**src/rtl/i2c_ar_pkg.sv**
```systemverilog
package i2c_ar_pkg;

    typedef enum logic [2:0] {
        ST_IDLE,
        ST_ADDR,
        ST_ACK_WAIT,
        ST_ACK_DRIVE,
        ST_ACTIVE,
        ST_IGNORE
    } rcv_state_t;

    typedef enum logic [2:0] {
        CLS_NONE,
        CLS_OWN,
        CLS_GCALL,
        CLS_STARTB,
        CLS_CBUS,
        CLS_HSMC,
        CLS_TENBIT,
        CLS_RSVD
    } byte_class_t;

endpackage

```
**src/rtl/i2c_ar_sampler.sv**
```systemverilog
module i2c_ar_sampler #(
    parameter int SYNC_STAGES = 2
) (
    input  logic clk,
    input  logic rst_n,
    input  logic scl_i,
    input  logic sda_i,
    output logic scl_o,
    output logic sda_o,
    output logic scl_rise_o,
    output logic scl_fall_o,
    output logic start_o,
    output logic stop_o
);

    logic scl_s, sda_s;
    logic scl_d, sda_d;

    generate
        if (SYNC_STAGES == 0) begin : g_pass
            assign scl_s = scl_i;
            assign sda_s = sda_i;
        end else if (SYNC_STAGES == 1) begin : g_one
            logic scl_r, sda_r;
            always_ff @(posedge clk or negedge rst_n) begin
                if (!rst_n) begin
                    scl_r <= 1'b1;
                    sda_r <= 1'b1;
                end else begin
                    scl_r <= scl_i;
                    sda_r <= sda_i;
                end
            end
            assign scl_s = scl_r;
            assign sda_s = sda_r;
        end else begin : g_chain
            logic [SYNC_STAGES-1:0] scl_p, sda_p;
            always_ff @(posedge clk or negedge rst_n) begin
                if (!rst_n) begin
                    scl_p <= '1;
                    sda_p <= '1;
                end else begin
                    scl_p <= {scl_p[SYNC_STAGES-2:0], scl_i};
                    sda_p <= {sda_p[SYNC_STAGES-2:0], sda_i};
                end
            end
            assign scl_s = scl_p[SYNC_STAGES-1];
            assign sda_s = sda_p[SYNC_STAGES-1];
        end
    endgenerate

    always_ff @(posedge clk or negedge rst_n) begin
        if (!rst_n) begin
            scl_d <= 1'b1;
            sda_d <= 1'b1;
        end else begin
            scl_d <= scl_s;
            sda_d <= sda_s;
        end
    end

    assign scl_o      = scl_s;
    assign sda_o      = sda_s;
    assign scl_rise_o = ~scl_d & scl_s;
    assign scl_fall_o = scl_d & ~scl_s;
    assign start_o    = scl_d & scl_s & sda_d & ~sda_s;
    assign stop_o     = scl_d & scl_s & ~sda_d & sda_s;

endmodule

```
**src/rtl/i2c_ar_shifter.sv**
```systemverilog
module i2c_ar_shifter #(
    parameter int BYTE_W = 8
) (
    input  logic              clk,
    input  logic              rst_n,
    input  logic              clear_i,
    input  logic              shift_i,
    input  logic              bit_i,
    output logic [BYTE_W-1:0] byte_o,
    output logic              full_o
);

    localparam int CNT_W = $clog2(BYTE_W + 1);

    logic [BYTE_W-1:0] sh_q;
    logic [CNT_W-1:0]  cnt_q;

    always_ff @(posedge clk or negedge rst_n) begin
        if (!rst_n) begin
            sh_q  <= '0;
            cnt_q <= '0;
        end else if (clear_i) begin
            sh_q  <= '0;
            cnt_q <= '0;
        end else if (shift_i && !full_o) begin
            sh_q  <= {sh_q[BYTE_W-2:0], bit_i};
            cnt_q <= cnt_q + 1'b1;
        end
    end

    assign byte_o = sh_q;
    assign full_o = (cnt_q == CNT_W'(BYTE_W));

endmodule

```
**src/rtl/i2c_ar_classify.sv**
```systemverilog
module i2c_ar_classify
    import i2c_ar_pkg::*;
#(
    parameter int ADDR_W = 7
) (
    input  logic [ADDR_W:0]   byte_i,
    input  logic [ADDR_W-1:0] own_i,
    input  logic              gc_en_i,
    output logic              own_hit_o,
    output logic              gc_hit_o,
    output logic              rsvd_o
);

    logic [ADDR_W-1:0] addr;
    logic              dir;
    logic [3:0]        hi;
    logic [ADDR_W-6:0] rest;
    byte_class_t       cls;

    assign addr = byte_i[ADDR_W:1];
    assign dir  = byte_i[0];
    assign hi   = addr[ADDR_W-1 -: 4];
    assign rest = addr[ADDR_W-6:0];

    always_comb begin
        cls = CLS_NONE;
        if (hi == 4'h0) begin
            if (addr[ADDR_W-5])
                cls = CLS_HSMC;
            else if (rest == '0)
                cls = dir ? CLS_STARTB : CLS_GCALL;
            else if (rest == (ADDR_W-5)'(1))
                cls = CLS_CBUS;
            else
                cls = CLS_RSVD;
        end else if (hi == 4'hF) begin
            cls = addr[ADDR_W-5] ? CLS_RSVD : CLS_TENBIT;
        end else if (addr == own_i) begin
            cls = CLS_OWN;
        end
    end

    always_comb begin
        own_hit_o = 1'b0;
        gc_hit_o  = 1'b0;
        rsvd_o    = 1'b0;
        unique case (cls)
            CLS_OWN:   own_hit_o = 1'b1;
            CLS_GCALL: gc_hit_o  = gc_en_i;
            CLS_STARTB, CLS_CBUS, CLS_HSMC, CLS_TENBIT, CLS_RSVD:
                       rsvd_o    = 1'b1;
            default:   ;
        endcase
    end

endmodule

```
**src/rtl/i2c_addr_recognizer.sv**
```systemverilog
module i2c_addr_recognizer
    import i2c_ar_pkg::*;
#(
    parameter int ADDR_W      = 7,
    parameter int SYNC_STAGES = 2
) (
    input  logic              clk,
    input  logic              rst_n,
    input  logic              scl_i,
    input  logic              sda_i,
    input  logic [ADDR_W-1:0] own_addr_i,
    input  logic              gc_en_i,
    output logic              sda_drive_low_o,
    output logic              addressed_o,
    output logic              gen_call_o,
    output logic              rw_o,
    output logic              reserved_o
);

    localparam int BYTE_W = ADDR_W + 1;

    logic              scl_s, sda_s, scl_rise, scl_fall, start_c, stop_c;
    logic [BYTE_W-1:0] rx_byte;
    logic              rx_full;
    logic              own_hit, gc_hit, rsvd_hit;
    rcv_state_t        state_q, state_d;
    logic              ack_q, addr_q, gcall_q, rw_q, rsvd_q;
    logic              load;

    i2c_ar_sampler #(.SYNC_STAGES(SYNC_STAGES)) u_samp (
        .clk        (clk),
        .rst_n      (rst_n),
        .scl_i      (scl_i),
        .sda_i      (sda_i),
        .scl_o      (scl_s),
        .sda_o      (sda_s),
        .scl_rise_o (scl_rise),
        .scl_fall_o (scl_fall),
        .start_o    (start_c),
        .stop_o     (stop_c)
    );

    i2c_ar_shifter #(.BYTE_W(BYTE_W)) u_shift (
        .clk     (clk),
        .rst_n   (rst_n),
        .clear_i (start_c | stop_c),
        .shift_i (scl_rise && state_q == ST_ADDR),
        .bit_i   (sda_s),
        .byte_o  (rx_byte),
        .full_o  (rx_full)
    );

    i2c_ar_classify #(.ADDR_W(ADDR_W)) u_cls (
        .byte_i    (rx_byte),
        .own_i     (own_addr_i),
        .gc_en_i   (gc_en_i),
        .own_hit_o (own_hit),
        .gc_hit_o  (gc_hit),
        .rsvd_o    (rsvd_hit)
    );

    assign load = (state_q == ST_ADDR) && rx_full && !start_c && !stop_c;

    // next-state logic
    always_comb begin
        state_d = state_q;
        if (start_c) begin
            state_d = ST_ADDR;
        end else if (stop_c) begin
            state_d = ST_IDLE;
        end else begin
            unique case (state_q)
                ST_IDLE:      ;
                ST_ADDR:      if (rx_full) state_d = ST_ACK_WAIT;
                ST_ACK_WAIT:  if (scl_fall) state_d = ack_q ? ST_ACK_DRIVE : ST_IGNORE;
                ST_ACK_DRIVE: if (scl_fall) state_d = ST_ACTIVE;
                ST_ACTIVE:    ;
                ST_IGNORE:    ;
                default:      state_d = ST_IDLE;
            endcase
        end
    end

    // state register
    always_ff @(posedge clk or negedge rst_n) begin
        if (!rst_n) state_q <= ST_IDLE;
        else        state_q <= state_d;
    end

    // classification flags
    always_ff @(posedge clk or negedge rst_n) begin
        if (!rst_n) begin
            ack_q   <= 1'b0;
            addr_q  <= 1'b0;
            gcall_q <= 1'b0;
            rw_q    <= 1'b0;
            rsvd_q  <= 1'b0;
        end else if (start_c || stop_c) begin
            ack_q   <= 1'b0;
            addr_q  <= 1'b0;
            gcall_q <= 1'b0;
            rw_q    <= 1'b0;
            rsvd_q  <= 1'b0;
        end else if (load) begin
            ack_q   <= own_hit | gc_hit;
            addr_q  <= own_hit;
            gcall_q <= gc_hit;
            rw_q    <= rx_byte[0];
            rsvd_q  <= rsvd_hit;
        end
    end

    // outputs
    always_comb begin
        sda_drive_low_o = (state_q == ST_ACK_DRIVE);
        addressed_o     = addr_q;
        gen_call_o      = gcall_q;
        rw_o            = rw_q;
        reserved_o      = rsvd_q;
    end


    drive_needs_ack_chk: assert property (@(posedge clk) disable iff (!rst_n)
        sda_drive_low_o |-> (addressed_o || gen_call_o));


    drive_starts_low_scl_chk: assert property (@(posedge clk) disable iff (!rst_n)
        $rose(sda_drive_low_o) |-> !scl_s);


    own_gcall_excl_chk: assert property (@(posedge clk) disable iff (!rst_n)
        !(addressed_o && gen_call_o));


    gcall_needs_en_chk: assert property (@(posedge clk) disable iff (!rst_n)
        $rose(gen_call_o) |-> $past(gc_en_i));


    reserved_no_ack_chk: assert property (@(posedge clk) disable iff (!rst_n)
        reserved_o |-> (!sda_drive_low_o && !addressed_o && !gen_call_o));


    start_clears_chk: assert property (@(posedge clk) disable iff (!rst_n)
        start_c |=> (!addressed_o && !gen_call_o && !reserved_o && !sda_drive_low_o));


    stop_clears_chk: assert property (@(posedge clk) disable iff (!rst_n)
        stop_c |=> (!addressed_o && !gen_call_o && !reserved_o && !sda_drive_low_o));


    flags_hold_chk: assert property (@(posedge clk) disable iff (!rst_n)
        (state_q == ST_ACTIVE && !start_c && !stop_c) |=>
            ($stable(addressed_o) && $stable(gen_call_o) && !sda_drive_low_o));

endmodule

```
**config.mk**
```make
export PLATFORM = sky130hd
export DESIGN_NAME = i2c_addr_recognizer
export DESIGN_NICKNAME = d
export VERILOG_FILES = /design/src/rtl/i2c_ar_pkg.sv /design/src/rtl/i2c_ar_sampler.sv /design/src/rtl/i2c_ar_shifter.sv /design/src/rtl/i2c_ar_classify.sv /design/src/rtl/i2c_addr_recognizer.sv
export SDC_FILE = /design/constraint.sdc
export NUM_CORES = 1
export LEC_CHECK = 0
export BUFFER_PORTS_ARGS = -buffer_cell sky130_fd_sc_hd__clkbuf_2
export CORE_UTILIZATION = 60
export CTS_BUF_LIST = sky130_fd_sc_hd__clkbuf_8
export CTS_CLUSTER_SIZE = 12
export DETAILED_ROUTE_END_ITERATION = 10
export PLACE_DENSITY = 0.84
export SYNTH_ARGS = -nofsm -noshare
export SYNTH_HDL_FRONTEND = slang
export SYNTH_SLANG_ARGS = --single-unit
```
**constraint.sdc**
```tcl
create_clock -name clk -period 3.11 [get_ports clk]
set_input_delay 0.4665 -clock clk [delete_from_list [all_inputs] [get_ports clk]]
set_output_delay 0.4665 -clock clk [all_outputs]
set_load 0.03 [all_outputs]
```
-- Yosys cells after proc, flatten, opt, wreduce, memory -nomap -nowiden
Cells that the tools add are included.
- flip-flop bits (word level): 26
- input port bits: 12
- mux-type cells: 32
- equality and inequality tests: 20
- reductions and logical operators: 17
- $add $sub $neg: 1
- bitwise operators: 13
- operator list (kind ; count):
    two-way mux 3 bit ; 10
    equality test 3 bit (second input constant) ; 6
    two-way mux 1 bit ; 16
    two-way mux 8 bit ; 2
    equality test 3 x 2 -> 1 bit (second input constant) ; 4
    one-hot mux 3 bit (4 select lines) ; 1
    equality test 4 bit (second input constant) ; 2
    two-way mux 4 bit ; 2
    != test 4 bit (second input constant) ; 2
    AND 1 bit ; 7
    equality test 7 bit ; 1
    equality test 3 x 1 -> 1 bit (second input constant) ; 2
    logical AND 1 bit ; 5
    OR reduction 5 bit ; 1
    adder 4 x 1 -> 4 bit (second input constant) ; 1
    zero test 4 bit ; 1
    != test 4 x 1 -> 1 bit (second input constant) ; 1
    NOT 1 bit ; 4
    AND reduction 4 bit ; 1
    nonzero test 2 bit ; 2
    zero test 1 bit ; 3
    zero test 3 bit ; 1
    != test 3 x 1 -> 1 bit (second input constant) ; 1
    OR reduction 3 bit ; 1
    5 further kinds ; 6

-- Longest topological paths before layout
- depth after elaboration: 10
- mapped depth: 7
- mapped depth without buffers: 6

-- By module
A second synthesis with hierarchy kept.
- cell total of the unflattened synthesis: 118
- area, all modules: 1341.3 um^2
- by module, submodules not included (module ; instances ; cells an instance ; area each (um^2)):
    i2c_ar_shifter ; 1 ; 52 ; 600.6
    i2c_addr_recognizer ; 1 ; 38 ; 417.9
    i2c_ar_sampler ; 1 ; 10 ; 190.2
    i2c_ar_classify ; 1 ; 18 ; 132.6

-- Least setup slack after synthesis
No wires, ideal clock.
- kind: reg-to-reg
- from: register u_shift.cnt_q[0]
- to: register ack_q
- arrival: 1.806 ns
- data required time: 3.029 ns
- setup time: 0.081 ns
- path buffers: 1
- clock period less this slack: 1.887 ns
- cell stages (with the launch flop): 8
- path slack: 1.223 ns
- cells stage by stage: dfrtp_1 inv_1 ha_1 nand3b_1 or3_1 buf_2 or4_4 a31oi_2
- word-level cells in the longest chain between the ends: 5
- RTL lines (item ; RTL line ; source):
    start: declaration ; i2c_ar_shifter.sv:16 ; logic [CNT_W-1:0] cnt_q;
    start signal: assignment ; i2c_ar_shifter.sv:27 ; cnt_q <= cnt_q + 1'b1;
    equality test 4 bit ; i2c_ar_shifter.sv:32 ; assign full_o = (cnt_q == CNT_W'(BYTE_W));
    logical AND 1 bit (3 in series) ; i2c_addr_recognizer.sv:62 ; assign load = (state_q == ST_ADDR) && rx_full && !start_c && !stop_c;
    nonzero test 2 bit (no source line) ; n/a ;
    end signal: assignment ; i2c_addr_recognizer.sv:105 ; ack_q <= own_hit | gc_hit;
    end: declaration ; i2c_addr_recognizer.sv:27 ; logic ack_q, addr_q, gcall_q, rw_q, rsvd_q;
No other way between the ends.
A chain may end at the register's enable or synchronous reset.

-- Worst setup path in the final report
Ends and elaborated chain as after synthesis.

==> impl_metrics.tcl <==
set metrics [dict create \
    avgRoutedWirePerCell_um 12.7 \
    syn_inst 125 \
    final_hold_viol_count 0 \
    area_delta_synth_final_pct 12.6 \
    syn_nets 139 \
    n_antenna_cell 0 \
    met2_length_um 1010 \
    maxCapViolCount 0 \
    hpwl_um 1630 \
    fin_area_sq_um 1400 \
    wl_met3_um 80 \
    rr_startpoint "u_shift.cnt_q[0]$_DFFE_PN0P_" \
    holdBufCountCts 0 \
    cts_made_buffers 3 \
    crit_arrival_ns 2.19 \
    clock-sinks 26 \
    layout-drive-gt1-share_pct 21.1 \
    required_ns 3.31 \
    whs_ns 0.194 \
    dp_slack_ns 1.14 \
    via_per_inst 5.48 \
    synth_area_sq_um 1240 \
    die_h_um 47.5 \
    ys_ff_latch 26 \
    drtIter0Drc 11 \
    endpoint_kind "flop" \
    critPathMaxFanout 7 \
    max_slew_margin_pct 57.9 \
    rsz0062_at_grt "no" \
    final_nets 157 \
    yosysSeqAreaShare_pct 52.9 \
    grt_antenna_before_repair 0 \
    tightest_slew_ns 0.630 \
    die_w_um 47.5 \
    io_pins 17 \
    first_global_vias 830 \
    antenna_left 0 \
    cts_max_level 1 \
    cts_tree "built" \
    vias 926 \
    fin_crit_sh_pct 63.9 \
    grt_first_pass_wirelength_um 3460 \
    grt_util_all_layers_pct 22.1 \
    num_rows 16 \
    grt_max_degree 27 \
    gp_congestion 0.763 \
    final_cells 169 \
    drv_slew 0 \
    drc 0 \
    hold_path_class "in -> async" \
    cts_buffer_depth 2 \
    ys_types 36 \
    path_class "reg -> reg" \
    cts.repair_timing.setup_buffer_count 0 \
    setup_ws_ns 1.12 \
    gr-total-overflow 0 \
    critPathLaunch "u_shift.cnt_q[0]$_DFFE_PN0P_" \
    wirelength_met1_um 1010 \
    syn_area_per_cell_sq_um 9.95 \
    path_clk_slew_ns 0.09 \
    core-area_sq_um 1960 \
    clock_latency_ns 0.27 \
    initial_core_util_pct 63.4 \
    irDropWorstVdd_uv 516 \
    reg2reg_slack_ns 1.12 \
    yosysWarnings 0 \
    start_kind "flop" \
    port-buffer-count 16 \
    power_density_nw_per_um2 705 \
    place_area_sq_um 1360 \
    clock.fmax_ghz 0.503 \
    first_pass_iters 4 \
    root_buffer "clkbuf_8" \
    setup_tns_ns 0 \
    finalSetupViolations 0 \
    utilization_pct 71.4 \
    wl_um 2150 \
    dr.max_layer_used "met4" \
    status "finished clean" \
    place_inst 165 \
    fin_worst_skew_ns 0.0107 \
    die-area_sq_um 2260 \
    ctsResizeCount 0 \
    leakagePower_nw 0.637 \
    total_power_uw 987 \
    layout_min_cycle_time_ns 1.99 \
]
==> power by group <==
group,internal [mW],switching [mW]
Sequential,0.416,0.0890
Clock,0.0882,0.0982
Combinational,0.139,0.156
==> cell usage in the layout, fill, tap and decap left out, types with 2 or more instances in the layout <==
| cell type | synthesis | layout |
|---|---|---|
| nand2_1 | 25 | 25 |
| clkbuf_2 | 0 | 16 |
| nor2_1 | 6 | 6 |
| a21oi_1 | 4 | 4 |
| clkbuf_8 | 0 | 3 |
| nor2b_1 | 3 | 3 |
| nand3_1 | 4 | 4 |
| inv_1 | 3 | 4 |
| o21ai_0 | 8 | 8 |
| dfstp_2 | 6 | 6 |
| mux2i_1 | 4 | 4 |
| nand2b_1 | 3 | 3 |
| dfrtp_1 | 20 | 20 |
| nand4_1 | 4 | 4 |
| xnor2_1 | 8 | 8 |
| nor4_1 | 2 | 2 |
| ha_1 | 2 | 2 |
==> layout make-up <==
type	instances	area (sq um)
repair buffers	17	87.6
clock inverters	1	3.75
fillers	171	562
clock buffers	3	41.3
inverters	3	11.3
well taps	27	33.8
flip-flops and latches	26	658
multi-input cells	92	564
==> layer usage <==
layer  vias to the layer above  GRT usage, %
met4                         0          11.7
met3                         7          3.77
met5                         -             0
met1                       432          28.9
li1                        464             -
met2                        23          35.3
==> kinds of logic (layout without fill, tap and decap cells) <==
kind of cell | Yosys count | count (layout) | synth area share [%]
compound gates | 20 | 20 | 9.86
xor+xnor | 9 | 9 | 6.34
fa+ha+maj | 2 | 2 | 2.01
buf+inv | 7 | 24 | 2.21
flops | 26 | 26 | 52.9
mux | 4 | 4 | 3.22
simple gates | 57 | 57 | 23.4
==> synthesized netlist by cell type <==
cell / count / area, sq um
ha_1: 2 / 25.0
nor3_1: 1 / 5.00
nor2_1: 6 / 22.5
xor2_1: 1 / 8.76
a31oi_1: 1 / 6.26
or3_1: 1 / 6.26
a31oi_2: 1 / 12.5
a21oi_1: 4 / 20.0
nand2b_4: 1 / 13.8
or4_4: 1 / 11.3
o31ai_1: 1 / 7.51
dfstp_2: 6 / 158
nand3b_1: 1 / 7.51
mux2i_1: 4 / 40.0
o22a_1: 1 / 8.76
nand2_1: 25 / 93.8
clkbuf_1: 3 / 11.3
and3_1: 1 / 6.26
nand3_1: 4 / 20.0
xnor2_1: 8 / 70.1
buf_2: 1 / 5.00
dfrtp_1: 20 / 500
nor4b_1: 1 / 8.76
nand4_1: 4 / 25.0
o21ai_0: 8 / 40.0
a221oi_1: 1 / 8.76
and2_1: 1 / 6.26
o22ai_1: 1 / 6.26
or4_1: 1 / 7.51
inv_1: 3 / 11.3
and2b_1: 1 / 7.51
nor2b_1: 3 / 18.8
nor4_1: 2 / 12.5
o21a_1: 1 / 7.51
o21ai_1: 1 / 5.00
nand2b_1: 3 / 18.8
==> worst max-delay path: stages, from the launching register on <==
cell      delay [ns]
dfrtp_1         0.43
inv_1           0.08
ha_1            0.15
nand3b_1        0.11
or3_1           0.42
or4_4           0.57
a31oi_2         0.16
==> final timing paths <==
path | end | cells after the start
setup / recovery | ack_q$_DFFE_PN0P_ | 6
min in group clk | u_samp.g_chain.scl_p[0]$_DFF_PN1_ | 1
hold reg to reg | u_samp.g_chain.sda_p[1]$_DFF_PN1_ | 0
max in group asynchronous | u_shift.byte_o[0]$_DFFE_PN0P_ | 1
hold / removal | state_q[1]$_DFFE_PN0P_ | 1
setup reg to reg | ack_q$_DFFE_PN0P_ | 6
==> sequential cells by signal, indices dropped and copies added (netlist names) <==
name and flops:
state_q 3, u_samp.g_chain.sda_p 2, gen_call_o 1, rw_o 1
u_samp.sda_d 1, u_samp.g_chain.scl_p 2, addressed_o 1, u_shift.byte_o 8
u_samp.scl_d 1, u_shift.cnt_q 4, reserved_o 1, ack_q 1
No activity file was read; power rests on OpenSTA's default activity.
